**config.mk**
```make
export PLATFORM = sky130hd
export DESIGN_NAME = rect_engine
export DESIGN_NICKNAME = d
export VERILOG_FILES = /design/src/rtl/rect_pkg.sv /design/src/rtl/rect_pattern.sv /design/src/rtl/rect_addr_gen.sv /design/src/rtl/rect_ctrl.sv /design/src/rtl/rect_engine.sv
export SDC_FILE = /design/constraint.sdc
export NUM_CORES = 1
export LEC_CHECK = 0
export ABC_CLOCK_PERIOD_IN_PS = 12900
export BUFFER_PORTS_ARGS = -buffer_cell sky130_fd_sc_hd__clkbuf_2
export CORE_ASPECT_RATIO = 0.7
export CORE_MARGIN = 3
export CORE_UTILIZATION = 37
export DETAILED_ROUTE_END_ITERATION = 10
export GPL_TIMING_DRIVEN = 0
export PLACE_DENSITY = 0.64
export SKIP_CTS_REPAIR_TIMING = 1
export SLEW_MARGIN = 0
export SYNTH_ARGS = -nofsm -noshare
export SYNTH_HDL_FRONTEND = slang
export SYNTH_SLANG_ARGS = --single-unit
export TNS_END_PERCENT = 50
```
**constraint.sdc**
```tcl
create_clock -name clk -period 12.9 [get_ports clk]
set_input_delay 1.29 -clock clk [delete_from_list [all_inputs] [get_ports clk]]
set_output_delay 1.29 -clock clk [all_outputs]
set_load 0.005 [all_outputs]
```
**src/rtl/rect_pkg.sv**
```systemverilog
package rect_pkg;

  typedef enum logic [2:0] {
    ST_IDLE = 3'd0,
    ST_FILL = 3'd1,
    ST_RD   = 3'd2,
    ST_WR   = 3'd3,
    ST_DONE = 3'd4
  } rect_state_e;

  localparam logic OP_FILL = 1'b0;
  localparam logic OP_COPY = 1'b1;

endpackage

```
**src/rtl/rect_pattern.sv**
```systemverilog
module rect_pattern #(
  parameter int COLOR_W = 32,
  localparam int NB     = COLOR_W / 8,
  localparam int IDX_W  = (NB > 1) ? $clog2(NB) : 1
) (
  input  logic [COLOR_W-1:0] color,
  input  logic [IDX_W-1:0]   idx,
  output logic [7:0]         byte_out
);

  logic [7:0] lanes [NB];

  for (genvar g = 0; g < NB; g++) begin : g_lane
    assign lanes[g] = color[8*g +: 8];
  end

  assign byte_out = lanes[idx];

endmodule

```
**src/rtl/rect_addr_gen.sv**
```systemverilog
module rect_addr_gen #(
  parameter int COORD_W = 10,
  parameter int ADDR_W  = 16,
  localparam int LB_W   = COORD_W + 3
) (
  input  logic [2:0]         bpp,
  input  logic [LB_W-1:0]    pitch,
  input  logic [LB_W-1:0]    line_bytes,
  input  logic [COORD_W-1:0] sx,
  input  logic [COORD_W-1:0] sy,
  input  logic [COORD_W-1:0] dx,
  input  logic [COORD_W-1:0] dy,
  input  logic [COORD_W-1:0] h,
  input  logic [COORD_W-1:0] line_cnt,
  input  logic [LB_W-1:0]    byte_cnt,
  input  logic               bottom_up,
  input  logic               descending,
  input  logic               fill_mode,
  output logic [ADDR_W-1:0]  src_addr,
  output logic [ADDR_W-1:0]  dst_addr
);

  // Byte address of offset k within the line that starts at pixel (x, y).
  function automatic logic [ADDR_W-1:0] byte_addr(
    input logic [2:0]         f_bpp,
    input logic [LB_W-1:0]    f_pitch,
    input logic [COORD_W-1:0] f_x,
    input logic [COORD_W-1:0] f_y,
    input logic [LB_W-1:0]    f_k
  );
    return ADDR_W'(f_bpp) * ADDR_W'(f_x) + ADDR_W'(f_pitch) * ADDR_W'(f_y) + ADDR_W'(f_k);
  endfunction

  logic [COORD_W-1:0] row_ofs;
  logic [COORD_W-1:0] src_row;
  logic [COORD_W-1:0] dst_row;
  logic [LB_W-1:0]    col_ofs;

  always_comb begin
    row_ofs = bottom_up ? (h - COORD_W'(1) - line_cnt) : line_cnt;
    src_row = fill_mode ? sy : (sy + row_ofs);
    dst_row = dy + row_ofs;
    col_ofs = descending ? (line_bytes - LB_W'(1) - byte_cnt) : byte_cnt;
  end

  assign src_addr = byte_addr(bpp, pitch, sx, src_row, col_ofs);
  assign dst_addr = byte_addr(bpp, pitch, dx, dst_row, col_ofs);

endmodule

```
**src/rtl/rect_ctrl.sv**
```systemverilog
module rect_ctrl
  import rect_pkg::*;
#(
  parameter int COORD_W = 10,
  parameter int COLOR_W = 32,
  localparam int LB_W   = COORD_W + 3,
  localparam int NB     = COLOR_W / 8,
  localparam int IDX_W  = (NB > 1) ? $clog2(NB) : 1
) (
  input  logic               clk,
  input  logic               rst_n,
  input  logic [2:0]         cfg_bpp,
  input  logic [COORD_W-1:0] cfg_width,
  input  logic               cmd_valid,
  input  logic               cmd_op,
  input  logic [COLOR_W-1:0] cmd_color,
  input  logic [COORD_W-1:0] cmd_sx,
  input  logic [COORD_W-1:0] cmd_sy,
  input  logic [COORD_W-1:0] cmd_dx,
  input  logic [COORD_W-1:0] cmd_dy,
  input  logic [COORD_W-1:0] cmd_w,
  input  logic [COORD_W-1:0] cmd_h,
  output rect_state_e        state,
  output logic               accept,
  output logic               last_byte,
  output logic               last_line,
  output logic [COORD_W-1:0] line_cnt,
  output logic [LB_W-1:0]    byte_cnt,
  output logic [IDX_W-1:0]   pat_idx,
  output logic [2:0]         r_bpp,
  output logic [LB_W-1:0]    r_pitch,
  output logic [LB_W-1:0]    r_lb,
  output logic [COLOR_W-1:0] r_color,
  output logic [COORD_W-1:0] r_sx,
  output logic [COORD_W-1:0] r_sy,
  output logic [COORD_W-1:0] r_dx,
  output logic [COORD_W-1:0] r_dy,
  output logic [COORD_W-1:0] r_w,
  output logic [COORD_W-1:0] r_h,
  output logic               r_fill,
  output logic               r_bottom_up,
  output logic               r_desc
);

  logic zero_size;
  logic pat_wrap;

  assign accept    = cmd_valid && (state == ST_IDLE);
  assign zero_size = (cmd_w == '0) || (cmd_h == '0);
  assign last_byte = (byte_cnt == r_lb - LB_W'(1));
  assign last_line = (line_cnt == r_h - COORD_W'(1));
  assign pat_wrap  = ({1'b0, pat_idx} == (IDX_W+1)'(r_bpp - 3'd1));

  always_ff @(posedge clk or negedge rst_n) begin
    if (!rst_n) begin
      state       <= ST_IDLE;
      line_cnt    <= '0;
      byte_cnt    <= '0;
      pat_idx     <= '0;
      r_bpp       <= 3'd1;
      r_pitch     <= '0;
      r_lb        <= '0;
      r_color     <= '0;
      r_sx        <= '0;
      r_sy        <= '0;
      r_dx        <= '0;
      r_dy        <= '0;
      r_w         <= '0;
      r_h         <= '0;
      r_fill      <= 1'b0;
      r_bottom_up <= 1'b0;
      r_desc      <= 1'b0;
    end else begin
      case (state)
        ST_IDLE: begin
          if (accept) begin
            r_bpp       <= cfg_bpp;
            r_pitch     <= LB_W'(cfg_bpp) * LB_W'(cfg_width);
            r_lb        <= LB_W'(cfg_bpp) * LB_W'(cmd_w);
            r_color     <= cmd_color;
            r_dx        <= cmd_dx;
            r_dy        <= cmd_dy;
            r_w         <= cmd_w;
            r_h         <= cmd_h;
            r_fill      <= (cmd_op == OP_FILL);
            // a fill replicates its own first line: source is the destination
            r_sx        <= (cmd_op == OP_FILL) ? cmd_dx : cmd_sx;
            r_sy        <= (cmd_op == OP_FILL) ? cmd_dy : cmd_sy;
            r_bottom_up <= (cmd_op == OP_COPY) && (cmd_dy > cmd_sy);
            r_desc      <= (cmd_op == OP_COPY) && (cmd_dx > cmd_sx);
            line_cnt    <= '0;
            byte_cnt    <= '0;
            pat_idx     <= '0;
            if (zero_size)              state <= ST_DONE;
            else if (cmd_op == OP_FILL) state <= ST_FILL;
            else                        state <= ST_RD;
          end
        end
        ST_FILL: begin
          pat_idx <= pat_wrap ? '0 : pat_idx + IDX_W'(1);
          if (last_byte) begin
            byte_cnt <= '0;
            if (r_h == COORD_W'(1)) begin
              state <= ST_DONE;
            end else begin
              line_cnt <= COORD_W'(1);
              state    <= ST_RD;
            end
          end else begin
            byte_cnt <= byte_cnt + LB_W'(1);
          end
        end
        ST_RD: state <= ST_WR;
        ST_WR: begin
          if (last_byte) begin
            byte_cnt <= '0;
            if (last_line) begin
              state <= ST_DONE;
            end else begin
              line_cnt <= line_cnt + COORD_W'(1);
              state    <= ST_RD;
            end
          end else begin
            byte_cnt <= byte_cnt + LB_W'(1);
            state    <= ST_RD;
          end
        end
        ST_DONE: state <= ST_IDLE;
        default: state <= ST_IDLE;
      endcase
    end
  end

endmodule

```
**src/rtl/rect_engine.sv**
```systemverilog
module rect_engine
  import rect_pkg::*;
#(
  parameter int COORD_W = 10,
  parameter int ADDR_W  = 16,
  parameter int COLOR_W = 32,
  localparam int LB_W   = COORD_W + 3,
  localparam int NB     = COLOR_W / 8,
  localparam int IDX_W  = (NB > 1) ? $clog2(NB) : 1
) (
  input  logic               clk,
  input  logic               rst_n,
  input  logic [2:0]         cfg_bpp,
  input  logic [COORD_W-1:0] cfg_width,
  input  logic               cmd_valid,
  input  logic               cmd_op,
  input  logic [COLOR_W-1:0] cmd_color,
  input  logic [COORD_W-1:0] cmd_sx,
  input  logic [COORD_W-1:0] cmd_sy,
  input  logic [COORD_W-1:0] cmd_dx,
  input  logic [COORD_W-1:0] cmd_dy,
  input  logic [COORD_W-1:0] cmd_w,
  input  logic [COORD_W-1:0] cmd_h,
  output logic               busy,
  output logic [ADDR_W-1:0]  mem_addr,
  output logic               mem_we,
  output logic               mem_re,
  output logic [7:0]         mem_wdata,
  input  logic [7:0]         mem_rdata,
  output logic               dirty_valid,
  output logic [COORD_W-1:0] dirty_x,
  output logic [COORD_W-1:0] dirty_y,
  output logic [COORD_W-1:0] dirty_w,
  output logic [COORD_W-1:0] dirty_h
);

  rect_state_e        state;
  logic               accept_evt;
  logic               last_byte_evt;
  logic               last_line_evt;
  logic [COORD_W-1:0] line_cnt;
  logic [LB_W-1:0]    byte_cnt;
  logic [IDX_W-1:0]   pat_idx;
  logic [2:0]         r_bpp;
  logic [LB_W-1:0]    r_pitch;
  logic [LB_W-1:0]    r_lb;
  logic [COLOR_W-1:0] r_color;
  logic [COORD_W-1:0] r_sx, r_sy, r_dx, r_dy, r_w, r_h;
  logic               r_fill, r_bottom_up, r_desc;
  logic [ADDR_W-1:0]  src_addr;
  logic [ADDR_W-1:0]  dst_addr;
  logic [7:0]         pat_byte;

  rect_ctrl #(.COORD_W(COORD_W), .COLOR_W(COLOR_W)) u_ctrl (
    .clk(clk), .rst_n(rst_n),
    .cfg_bpp(cfg_bpp), .cfg_width(cfg_width),
    .cmd_valid(cmd_valid), .cmd_op(cmd_op), .cmd_color(cmd_color),
    .cmd_sx(cmd_sx), .cmd_sy(cmd_sy), .cmd_dx(cmd_dx), .cmd_dy(cmd_dy),
    .cmd_w(cmd_w), .cmd_h(cmd_h),
    .state(state), .accept(accept_evt),
    .last_byte(last_byte_evt), .last_line(last_line_evt),
    .line_cnt(line_cnt), .byte_cnt(byte_cnt), .pat_idx(pat_idx),
    .r_bpp(r_bpp), .r_pitch(r_pitch), .r_lb(r_lb), .r_color(r_color),
    .r_sx(r_sx), .r_sy(r_sy), .r_dx(r_dx), .r_dy(r_dy), .r_w(r_w), .r_h(r_h),
    .r_fill(r_fill), .r_bottom_up(r_bottom_up), .r_desc(r_desc)
  );

  rect_addr_gen #(.COORD_W(COORD_W), .ADDR_W(ADDR_W)) u_addr (
    .bpp(r_bpp), .pitch(r_pitch), .line_bytes(r_lb),
    .sx(r_sx), .sy(r_sy), .dx(r_dx), .dy(r_dy), .h(r_h),
    .line_cnt(line_cnt), .byte_cnt(byte_cnt),
    .bottom_up(r_bottom_up), .descending(r_desc), .fill_mode(r_fill),
    .src_addr(src_addr), .dst_addr(dst_addr)
  );

  rect_pattern #(.COLOR_W(COLOR_W)) u_pat (
    .color(r_color), .idx(pat_idx), .byte_out(pat_byte)
  );

  assign busy        = (state != ST_IDLE);
  assign mem_re      = (state == ST_RD);
  assign mem_we      = (state == ST_FILL) || (state == ST_WR);
  assign mem_addr    = (state == ST_RD) ? src_addr : dst_addr;
  assign mem_wdata   = (state == ST_FILL) ? pat_byte : mem_rdata;
  assign dirty_valid = (state == ST_DONE);
  assign dirty_x     = r_dx;
  assign dirty_y     = r_dy;
  assign dirty_w     = r_w;
  assign dirty_h     = r_h;

endmodule

```
==> impl_metrics.py <==
metrics = {
    "status": {
        "outcome": "finished clean",
    },
    "critical_path": {
        "crit_top_cell": "xnor2_1",
        "path_class": "flop to output pin",
        "r2r_setup_slack_ns": 8.45,
        "reg2regPathDepth": 12,
        "crit_path_end_kind": "output pin",
        "start_kind": "flop",
        "critical_path.max_stage_delay_ns": 0.60,
        "slowest_stage": "xnor2_1",
        "critical_path_peak_fanout": 7,
        "cp_data_arrival_time_ns": 10.95,
        "cp.required_ns": 11.61,
    },
    "placement": {
        "post_dp_cell_area_sq_um": 21600,
        "gp_congestion": 0.944,
        "port_buffers": 183,
        "post-dp-hpwl_mm": 52.4,
    },
    "floorplanning": {
        "die_w_microns": 282,
        "fp-row-count": 70,
        "start_util": 0.377,
        "ios": 185,
        "dieArea_sq_um": 56300,
        "coreArea_sq_um": 52600,
        "die_y_microns": 200,
    },
    "timing": {
        "post-route-min-period_ns": 12.24,
        "skew_ns": 0.0110,
        "hold_violations": 0,
        "rsz0062_at_grt": "false",
        "slew_headroom": 0.175,
        "setup_tns_ns": 0,
        "tightest_slew_ns": 1.22,
        "final_max_slew_viol_count": 0,
        "period_share": 0.949,
        "fmaxAchievable_ghz": 0.0817,
        "holdWs_ns": 0.474,
        "setup_violations": 0,
    },
    "global_routing": {
        "grt_max_degree": 90,
        "grt_pass1_wl_mm": 98.3,
        "overflow": 0,
        "grt_pass1_vias": 17039,
        "track_usage": 0.229,
        "antenna_found_initial": 3,
    },
    "cts": {
        "cts-buffers-inserted": 17,
        "cts_tree": "yes",
        "clk_pin_slew_ns": 0.07,
        "clock_latency_ns": 0.44,
        "cts_max_path_buffers": 2,
        "cts.sinks": 152,
        "cts-root-buf": "clkbuf_16",
        "cts_max_level": 4,
    },
    "final_layout": {
        "design_area_sq_um": 22300,
        "area_delta_synth_final_pct": 12.4,
        "fill_cells": 5236,
        "drive_above_1_share": 0.0989,
        "layout.nets": 3054,
        "final_util": 0.424,
    },
    "detailed_routing": {
        "wl_per_cell_microns": 19.5,
        "drtIter0Drc": 1291,
        "post_drt_via_cell_ratio": 5.16,
        "drt_wl_total_mm": 62.8,
        "dr.pass1.iters": 5,
        "drcViolationCount": 0,
        "ant_nets": 0,
        "via_count": 16585,
    },
    "yosys": {
        "synth_common_cells": "nand2_1 (519), inv_1 (346), fa_1 (238)",
        "synth_ff_type": "dfrtp_1",
        "yosys.area.top_type": "fa_1",
        "syn_area_sq_um": 19800,
        "yosys_warnings": 0,
        "synth.area.top_cells": "fa_1 (24%), dfrtp_1 (19%), ha_1 (12%), nand2_1 (9.8%), inv_1 (6.6%)",
        "synth_top_area_frac": 0.241,
        "synth_edf_count": 0,
        "synth_cells": 2312,
        "ys_seq_area_frac": 0.192,
        "async_flop_share": 1.00,
        "synth-seq-cells": 152,
        "synth.distinct_cells": 65,
        "synth.most_common_cell": "nand2_1",
        "syn_avg_cell_area_sq_um": 8.56,
        "syn_nets": 2850,
    },
    "min_path": {
        "hp-class": "flop to flop",
        "min_path_cells": 2,
    },
    "flow_run": {
        "maxCapViolations": 0,
    },
}
[cell usage in the layout, fill, tap and decap left out, types with 8 or more instances in the layout]
master,n
ha_1,183
o31ai_1,11
nor2b_1,26
a21oi_1,69
nand3_1,16
nand2b_1,24
nor4_1,8
nand2_1,519
inv_1,346
o21bai_1,15
clkbuf_16,17
clkbuf_2,182
a21o_1,24
clkbuf_1,82
o21a_1,13
mux2i_1,29
xor2_1,35
dfrtp_1,151
nand4_1,11
nor2_1,67
mux2_2,13
xnor2_1,82
and2_1,122
o21ai_0,120
mux4_2,8
fa_1,238
nor3_1,17
[metal layers]
layer	GRT usage	routed length (microns)	up-vias
li1	-	-	7682
met1	0.345	30200	8197
met2	0.336	25700	656
met3	0.0605	6150	46
met4	0.0319	753	4
met5	0	26	-
[worst paths after layout]
path,endpoint,from
worst max-delay path,mem_addr[15],u_ctrl.r_h[0]$_DFFE_PN0P_
worst max register to register,u_ctrl.line_cnt[4]$_DFFE_PN0P_,u_ctrl.r_lb[0]$_DFFE_PN0P_
worst min register to register,u_ctrl.r_color[19]$_DFFE_PN0P_,u_ctrl.r_color[19]$_DFFE_PN0P_
min in group asynchronous,u_ctrl.r_h[6]$_DFFE_PN0P_,rst_n
max in group asynchronous,u_ctrl.state[0]$_DFFE_PN0P_,rst_n
worst min-delay path,u_ctrl.r_color[19]$_DFFE_PN0P_,u_ctrl.r_color[19]$_DFFE_PN0P_
[registers in the layout, indices dropped and copies added, names as in the netlist, 10 cells and up]
signal	cells
u_ctrl.r_lb	13
u_ctrl.r_w	10
u_ctrl.r_color	32
u_ctrl.line_cnt	10
u_ctrl.r_dy	10
u_ctrl.byte_cnt	13
u_ctrl.r_sx	10
u_ctrl.r_h	10
u_ctrl.r_dx	10
u_ctrl.r_sy	10
u_ctrl.r_pitch	13
[worst max-delay path: cells and delay by family (launching register included)]
family | cells | cell delay (ns)
buf+inv | 5 | 0.41
fa+ha+maj | 9 | 3.61
compound gates | 7 | 1.57
xor+xnor | 12 | 3.06
simple gates | 6 | 0.79
flops | 1 | 0.51
mux | 2 | 0.53
[stage by stage]
stage / worst slack, ns / cells
2_1_floorplan: 3.11 / 2312
3_3_place_gp: 1.47 / 3179
3_5_place_dp: 1.32 / 3181
4_1_cts: 0.716 / 3212
5_1_grt: 0.0322 / 3213
6_report: 0.656 / 3213
[cell type report]
type,count,area [sq um],share of cell area
multi-input combinational,1724,14300,0.645
sequential,152,3800,0.171
inverter,346,1300,0.0584
timing repair buffer,185,957,0.0430
tap,684,856,0.0385
clock buffer,18,429,0.0193
buffer,90,340,0.0153
clock inverter,13,219,0.00984
antenna,1,2.50,0.000112
[kinds of logic after synthesis]
logic type	share of synthesized area
compound gates	0.0857
mux	0.0319
flops	0.192
buf+inv	0.0828
fa+ha+maj	0.356
xor+xnor	0.0577
simple gates	0.193
Power is not shown: default switching activity piles up to over one toggle a cycle in this logic, so the estimate is an artifact.
